## config.mk

```make
export PLATFORM = sky130hd
export DESIGN_NAME = eeprom_page_writer
export DESIGN_NICKNAME = d
export VERILOG_FILES = /design/src/rtl/eew_pkg.sv /design/src/rtl/eew_tick.sv /design/src/rtl/eew_shifter.sv /design/src/rtl/eeprom_page_writer.sv
export SDC_FILE = /design/constraint.sdc
export NUM_CORES = 1
export LEC_CHECK = 0
export BUFFER_PORTS_ARGS = -buffer_cell sky130_fd_sc_hd__buf_2
export CORE_MARGIN = 10
export CORE_UTILIZATION = 60
export CTS_CLUSTER_DIAMETER = 100
export DETAILED_ROUTE_END_ITERATION = 16
export GPL_ROUTABILITY_DRIVEN = 0
export HOLD_SLACK_MARGIN = 0.12
export PLACE_DENSITY = 0.81
export SLEW_MARGIN = 20
export SYNTH_ARGS = -nofsm -noshare
export SYNTH_HDL_FRONTEND = slang
export SYNTH_SLANG_ARGS = --single-unit
```

## constraint.sdc

```tcl
create_clock -name clk -period 3.5 [get_ports clk]
set_input_delay 0.175 -clock clk [delete_from_list [all_inputs] [get_ports clk]]
set_output_delay 0.175 -clock clk [all_outputs]
set_load 0.01 [all_outputs]
```

## src/rtl/eew_pkg.sv

```systemverilog
package eew_pkg;

  localparam logic [7:0] OP_RDSR  = 8'h05;
  localparam logic [7:0] OP_WREN  = 8'h06;
  localparam logic [7:0] OP_WRITE = 8'h02;
  localparam logic [7:0] OP_A8    = 8'h08;

  typedef enum logic [3:0] {
    W_IDLE, W_PREP, W_POLL_OP, W_POLL_RD, W_SB_HI, W_SB_LO,
    W_WREN, W_WR_OP, W_WR_ADR, W_FETCH, W_DATA, W_END
  } wst_e;

  // Request lies fully inside the device
  function automatic logic req_in_range(int unsigned off, int unsigned cnt,
                                        int unsigned size);
    return (off < size) && (cnt != 0) && (cnt <= size - off);
  endfunction

  function automatic logic [15:0] swap_bytes(logic [15:0] w);
    return {w[7:0], w[15:8]};
  endfunction

  function automatic logic [31:0] byte_addr(int unsigned word);
    return 32'(word << 1);
  endfunction

  // Word begins a new EEPROM page (page size is a power of two)
  function automatic logic at_page_start(int unsigned word, int unsigned page_bytes);
    return ((word << 1) & (page_bytes - 1)) == 0;
  endfunction

endpackage

```

## src/rtl/eew_tick.sv

```systemverilog
module eew_tick #(
  parameter int DIV = 2
) (
  input  logic clk,
  input  logic rst_n,
  output logic tick
);
  localparam int CW = (DIV > 1) ? $clog2(DIV) : 1;

  logic [CW-1:0] cnt;

  assign tick = (cnt == CW'(DIV - 1));

  always_ff @(posedge clk or negedge rst_n) begin
    if (!rst_n)    cnt <= '0;
    else if (tick) cnt <= '0;
    else           cnt <= cnt + CW'(1);
  end

  generate
    if (DIV > 1) begin : g_spacing

      tick_spacing_chk: assert property (@(posedge clk) disable iff (!rst_n)
        tick |=> !tick);
    end
  endgenerate
endmodule

```

## src/rtl/eew_shifter.sv

```systemverilog
module eew_shifter #(
  parameter int DIV = 2
) (
  input  logic        clk,
  input  logic        rst_n,
  input  logic        tick,
  input  logic        start,
  input  logic        rx_mode,
  input  logic [4:0]  nbits,
  input  logic [15:0] tx_word,
  input  logic        miso,
  output logic        sck,
  output logic        mosi,
  output logic        busy,
  output logic        fin,
  output logic [7:0]  rx_byte
);
  localparam int HLW = $clog2(DIV + 1) + 1;

  logic [15:0]    aligned;
  logic [14:0]    shreg;
  logic [4:0]     cnt;
  logic           rxm;
  logic [HLW-1:0] hl;

  assign aligned = tx_word << (5'd16 - nbits);

  always_ff @(posedge clk or negedge rst_n) begin
    if (!rst_n) begin
      busy <= 1'b0; sck <= 1'b0; mosi <= 1'b0; fin <= 1'b0;
      cnt <= '0; shreg <= '0; rxm <= 1'b0; rx_byte <= '0;
    end else begin
      fin <= 1'b0;
      if (start && !busy) begin
        busy    <= 1'b1;
        cnt     <= nbits;
        shreg   <= aligned[14:0];
        rxm     <= rx_mode;
        mosi    <= rx_mode ? 1'b0 : aligned[15];
        rx_byte <= '0;
      end else if (busy && tick) begin
        if (!sck) begin
          sck <= 1'b1;
        end else begin
          sck     <= 1'b0;
          rx_byte <= {rx_byte[6:0], miso};
          shreg   <= {shreg[13:0], 1'b0};
          cnt     <= cnt - 5'd1;
          if (cnt == 5'd1) begin
            busy <= 1'b0;
            fin  <= 1'b1;
            mosi <= 1'b0;
          end else begin
            mosi <= rxm ? 1'b0 : shreg[14];
          end
        end
      end
    end
  end

  // cycles the serial clock has been high
  always_ff @(posedge clk or negedge rst_n) begin
    if (!rst_n)   hl <= '0;
    else if (sck) hl <= hl + HLW'(1);
    else          hl <= '0;
  end


  rx_quiet_chk: assert property (@(posedge clk) disable iff (!rst_n)
    (busy && rxm) |-> !mosi);


  half_period_chk: assert property (@(posedge clk) disable iff (!rst_n)
    $fell(sck) |-> (hl == HLW'(DIV)));


  idle_clock_low_chk: assert property (@(posedge clk) disable iff (!rst_n)
    !busy |-> !sck);
endmodule

```

## src/rtl/eeprom_page_writer.sv

```systemverilog
module eeprom_page_writer
  import eew_pkg::*;
#(
  parameter int WORD_SIZE  = 256,
  parameter int ADDR_BITS  = 8,
  parameter int PAGE_BYTES = 16,
  parameter int DIV        = 2,
  parameter int MAX_POLL   = 8,
  localparam int WW        = $clog2(WORD_SIZE + 1)
) (
  input  logic          clk,
  input  logic          rst_n,
  input  logic          req_valid,
  output logic          req_ready,
  input  logic [WW-1:0] req_offset,
  input  logic [WW-1:0] req_count,
  input  logic          wdata_valid,
  output logic          wdata_ready,
  input  logic [15:0]   wdata,
  output logic          spi_cs_n,
  output logic          spi_sck,
  output logic          spi_mosi,
  input  logic          spi_miso,
  output logic          done,
  output logic          err
);
  localparam int PW  = $clog2(MAX_POLL + 1);
  localparam int BAW = ADDR_BITS + 1;

  wst_e           st, ret;
  logic [WW-1:0]  cur, left;
  logic [PW-1:0]  polls;
  logic [15:0]    word_q;
  logic           err_q, launched;

  logic           tick;
  logic           sh_start, sh_rx, sh_busy, sh_fin;
  logic [4:0]     sh_n;
  logic [15:0]    sh_tx;
  logic [7:0]     sh_rxb;
  logic           shift_state;
  logic [BAW-1:0] ba;
  logic           a8;

  // named events
  logic req_fire, req_bad, stat_ready, poll_exhausted, page_cut, last_word;

  eew_tick #(.DIV(DIV)) u_tick (.clk(clk), .rst_n(rst_n), .tick(tick));

  eew_shifter #(.DIV(DIV)) u_shift (
    .clk(clk), .rst_n(rst_n), .tick(tick), .start(sh_start), .rx_mode(sh_rx),
    .nbits(sh_n), .tx_word(sh_tx), .miso(spi_miso), .sck(spi_sck),
    .mosi(spi_mosi), .busy(sh_busy), .fin(sh_fin), .rx_byte(sh_rxb));

  assign ba             = BAW'(byte_addr(32'(cur)));
  assign a8             = (ADDR_BITS == 8) && ba[8];
  assign req_fire       = req_valid && req_ready;
  assign req_bad        = !req_in_range(32'(req_offset), 32'(req_count), WORD_SIZE);
  assign stat_ready     = !sh_rxb[0];
  assign poll_exhausted = (polls == PW'(MAX_POLL - 1));
  assign page_cut       = at_page_start(32'(cur) + 32'd1, PAGE_BYTES);
  assign last_word      = (left == WW'(1));

  always_comb begin
    sh_rx = 1'b0;
    sh_n  = 5'd8;
    sh_tx = 16'h0000;
    case (st)
      W_POLL_OP: sh_tx = {8'h00, OP_RDSR};
      W_POLL_RD: sh_rx = 1'b1;
      W_WREN:    sh_tx = {8'h00, OP_WREN};
      W_WR_OP:   sh_tx = {8'h00, OP_WRITE | (a8 ? OP_A8 : 8'h00)};
      W_WR_ADR: begin
        sh_n  = 5'(ADDR_BITS);
        sh_tx = 16'(ba[ADDR_BITS-1:0]);
      end
      W_DATA: begin
        sh_n  = 5'd16;
        sh_tx = swap_bytes(word_q);
      end
      default: ;
    endcase
    shift_state = st inside {W_POLL_OP, W_POLL_RD, W_WREN, W_WR_OP, W_WR_ADR, W_DATA};
    sh_start    = shift_state && !launched;
  end

  always_ff @(posedge clk or negedge rst_n) begin
    if (!rst_n) begin
      st <= W_IDLE; ret <= W_IDLE;
      cur <= '0; left <= '0; polls <= '0; word_q <= '0;
      err_q <= 1'b0; launched <= 1'b0;
    end else begin
      if (sh_start) launched <= 1'b1;
      if (sh_fin)   launched <= 1'b0;
      case (st)
        W_IDLE: if (req_fire) begin
          cur   <= req_offset;
          left  <= req_count;
          polls <= '0;
          err_q <= req_bad;
          st    <= req_bad ? W_END : W_PREP;
        end
        W_PREP:    if (tick) st <= W_POLL_OP;
        W_POLL_OP: if (sh_fin) st <= W_POLL_RD;
        W_POLL_RD: if (sh_fin) begin
          if (stat_ready) begin
            ret <= W_WREN;
            st  <= W_SB_HI;
          end else if (poll_exhausted) begin
            err_q <= 1'b1;
            st    <= W_END;
          end else begin
            polls <= polls + PW'(1);
            ret   <= W_POLL_OP;
            st    <= W_SB_HI;
          end
        end
        W_SB_HI: if (tick) st <= W_SB_LO;
        W_SB_LO: if (tick) st <= ret;
        W_WREN: if (sh_fin) begin
          ret <= W_WR_OP;
          st  <= W_SB_HI;
        end
        W_WR_OP:  if (sh_fin) st <= W_WR_ADR;
        W_WR_ADR: if (sh_fin) st <= W_FETCH;
        W_FETCH: if (wdata_valid) begin
          word_q <= wdata;
          st     <= W_DATA;
        end
        W_DATA: if (sh_fin) begin
          cur  <= cur + WW'(1);
          left <= left - WW'(1);
          if (last_word) begin
            st <= W_END;
          end else if (page_cut) begin
            polls <= '0;
            ret   <= W_POLL_OP;
            st    <= W_SB_HI;
          end else begin
            st <= W_FETCH;
          end
        end
        W_END:   st <= W_IDLE;
        default: st <= W_IDLE;
      endcase
    end
  end

  assign req_ready   = (st == W_IDLE);
  assign wdata_ready = (st == W_FETCH);
  assign spi_cs_n    = st inside {W_IDLE, W_SB_HI, W_END};
  assign done        = (st == W_END);
  assign err         = done && err_q;


  done_pulse_chk: assert property (@(posedge clk) disable iff (!rst_n)
    done |=> !done);


  end_lines_chk: assert property (@(posedge clk) disable iff (!rst_n)
    done |-> (spi_cs_n && !spi_sck));


  cs_frame_chk: assert property (@(posedge clk) disable iff (!rst_n)
    $rose(spi_cs_n) |-> !sh_busy);


  idle_deselect_chk: assert property (@(posedge clk) disable iff (!rst_n)
    req_ready |-> spi_cs_n);


  data_in_frame_chk: assert property (@(posedge clk) disable iff (!rst_n)
    wdata_ready |-> (!spi_cs_n && !sh_busy));


  poll_bound_chk: assert property (@(posedge clk) disable iff (!rst_n)
    (st == W_POLL_RD) |-> (polls <= PW'(MAX_POLL - 1)));
endmodule

```

==> impl_results.md <==
- Cts hold-fix bufs: 19
- Number of synthesized register bits: 73
- Library cells used by synthesis: 68
- Worst setup endpoint: err_q$_DFFE_PN0P_
- Mapped cell area: 0.00439 mm²
- Reg2reg end: u_shift.shreg[9]$_DFFE_PN0P_
- Diode count: 0
- Syn Area/Cell: 9.15 µm²
- Kind of critical path: in2reg
- Tcrit/Tclk final: 74.9%
- GR Util All Layers: 20.0%
- Starting DRT DRC Count: 262
- Worst EP required: 3.73 ns
- Crit-path slowest cell: or4b_4
- WP depth: 13
- Cts repair resizes: 0
- Cell count after synthesis: 480
- Routed len/inst: 17.3 µm
- Clock Skew: 0.0112 ns
- Run status: completed
- F_max: 0.382 GHz
- Sequential cell area: 0.00183 mm²
- # H-tree levels: 3
- Area share of the largest cell type after synthesis: 41.6%
- DRC errors left: 0
- RSZ-0062 raised after global routing: no
- First-pass GRT wire length: 18,600 µm
- Setup TNS: 0 ns
- Crit path time final: 2.62 ns
- Crit path max-delay family: compound AO/OA/AOI/OAI gates
- Peak supply drop: 0.341 mV
- Post-CTS Setup Inserts: 0
- Fillers: 533
- Worst slew pin tran: 0.864 ns
- Routed Antenna Nets: 0
- Cells on Worst Hold Path: 3
- Util after Layout: 70.5%
- Crit path largest cell delay: 0.50 ns
- Final hold violations: 0
- HPWL Detailed: 7770 µm
- Share of layout cells above drive strength 1: 20.6%
- Clk sinks: 73
- Relative slew slack: 42.4%
- Maxcap violations: 0
- Worst Hold Launch: req_count[1]
- Post-synthesis net count: 537
- Crit-path cells: buf_2 > inv_1 > ha_1 > or4b_4 > nor2_1 > xor2_1 > ha_1 > a21oi_1 > nand2_1 > a211o_1 > o211a_1 > o32ai_1 > a21oi_1
- Fin worst setup slack: 0.880 ns
- Routed vias/inst: 6.12
- DP Worst Slack: 0.569 ns
- Area of the multi-input gates: 0.00235 mm²
- Worst hold margin: 0.123 ns
- Via count: 3,937
- Synth async-reset ratio: 100%
- Crit path DAT: 2.85 ns
- Die Area: 0.0111 mm²
- Largest cells by area after synthesis: dfrtp_1 (42%), mux2_2 (5.4%), ha_1 (5.1%), nand2_1 (5.0%), a21oi_1 (4.1%)
- Clock Latency Late Sink: 0.36 ns
- Worst-case clock buffer depth: 2
- R2r worst-path depth: 6
- DR pass1 iterations: 5
- Die Wd: 106 µm
- CTS clk-pin slew, worst paths: 0.08 ns
- Buf/Inv on CP: 2
- CTS Buf Count: 9
- Worst r2r src: st[2]$_DFFE_PN0P_
- Row count: 31
- Commonest cells in the netlist: dfrtp_1 (73), nand2_1 (59), nor2_1 (41)
- Power Total: 3.65 mW
- HP Class: in2reg
- Most common flop cell mapped by yosys: dfrtp_1
- CP Capture Type: flip-flop
- GR Overflow Total: 0
- Sequential fraction of the synthesis area: 41.6%
- EDFF count, synth: 0
- Post-synth top area cell: dfrtp_1
- CTS root buffer: clkbuf_8
- WL final: 11,100 µm
- Max Fanout on Critical Path: 4
- Fin. max-slew vios: 0
- Crit path launch: req_offset[0]
- Top-count cell post-synth: dfrtp_1
- Setup violations, final: 0
- CTS tree: yes
- CP startpoint kind: input pin
- Total core area: 0.00718 mm²
- # nets final: 596
- Warnings from Yosys: 0
- PortBufs: 45
- Lkg Pwr: 2.27 nW
- Number of global-route vias before repair: 3,858
- Antenna violations before repair: 0
- Initial core utilization: 61.2%
- R2r setup slk: 1.03 ns
- Power Dens Cells: 720 mW/mm²
- IO Pins: 46
- Largest net degree at the start of global routing: 36
- Die extent in y: 106 µm
- Layout area overhead: 15.3%
sequential cells by signal (all words and copies together) (netlist names):
name and flops:
cur 8, err_q 1, launched 1, left 9, polls 4, ret 3
st 4, u_shift.busy 1, u_shift.cnt 5, u_shift.fin 1, u_shift.mosi 1, u_shift.rx_byte 1
u_shift.rxm 1, u_shift.sck 1, u_shift.shreg 15, u_tick.tick 1, word_q 16
cells by family after synthesis:
logic type | count (synthesis) | synth area share (%)
AOI/OAI and AO/OA | 126 | 18.4
xor gates and xnor gates | 10 | 1.99
adders and majority gates | 18 | 5.13
buffers and inverters | 46 | 4.96
DFF | 73 | 41.6
muxes | 28 | 7.04
and+or+nand+nor | 179 | 20.9
layout by cell type (no fill, tap or decap), types with 6 or more instances in the layout:
cell type | synthesis | final
a21oi_1 | 36 | 36
a31oi_1 | 13 | 13
and3_1 | 6 | 6
buf_2 | 9 | 45
buf_4 | 1 | 11
clkbuf_8 | 0 | 9
dfrtp_1 | 73 | 73
dlygate4sd3_1 | 0 | 19
ha_1 | 18 | 18
inv_1 | 18 | 18
mux2_2 | 21 | 21
nand2_1 | 59 | 59
nand3_1 | 14 | 14
nor2_1 | 41 | 41
nor3_1 | 16 | 16
o21ai_0 | 25 | 25
o21ai_1 | 8 | 8
o22ai_1 | 8 | 8
xor2_1 | 6 | 6
routing by layer:
| metal | global-route usage (%) | vias to the layer above | wire, µm |
|---|---|---|---|
| met5 | 0 | - | 0 |
| met4 | 8.90 | 0 | 273 |
| met3 | 3.65 | 28 | 684 |
| met2 | 31.5 | 164 | 5180 |
| met1 | 26.3 | 1895 | 4970 |
| li1 | - | 1850 | - |
final cells by class:
class                           count  area share, %
Clock buffer                       10           2.52
Clock inverter                      6           1.33
Inverter                           19           1.41
Multi-Input combinational cell    361           46.4
Sequential cell                    73           36.1
Tap cell                           99           2.45
Timing Repair Buffer               75           9.84
per-stage QoR:
step / area [µm²] / cells
after floorplan: 4390 / 480
after global placement: 4680 / 608
after global routing: 5060 / 643
after CTS: 5060 / 643
final: 5060 / 643
after detailed placement: 4680 / 608
worst min path at each step:
| stage | end |
|---|---|
| floorplan | cur[0]$_DFFE_PN0P_ |
| global placement | polls[2]$_DFFE_PN0P_ |
| detailed placement | polls[2]$_DFFE_PN0P_ |
| CTS | cur[1]$_DFFE_PN0P_ |
| global route | cur[1]$_DFFE_PN0P_ |
| finish | left[1]$_DFFE_PN0P_ |
worst reg2reg max path, cell delays in order (launching register included):
cell and delay [ns]:
dfrtp_1 0.38, nand2b_1 0.34, nor2_4 0.34, nor2_1 0.12
or3_1 0.70, a221oi_1 0.37, a31oi_1 0.07
where the power goes:
group	switching, mW	internal (mW)	leakage [nW]
logic	0.840	0.636	1.28
clock network	0.339	0.332	0.0929
registers	0.318	1.18	0.906
Note: power is estimated with default switching activity, not from simulation.
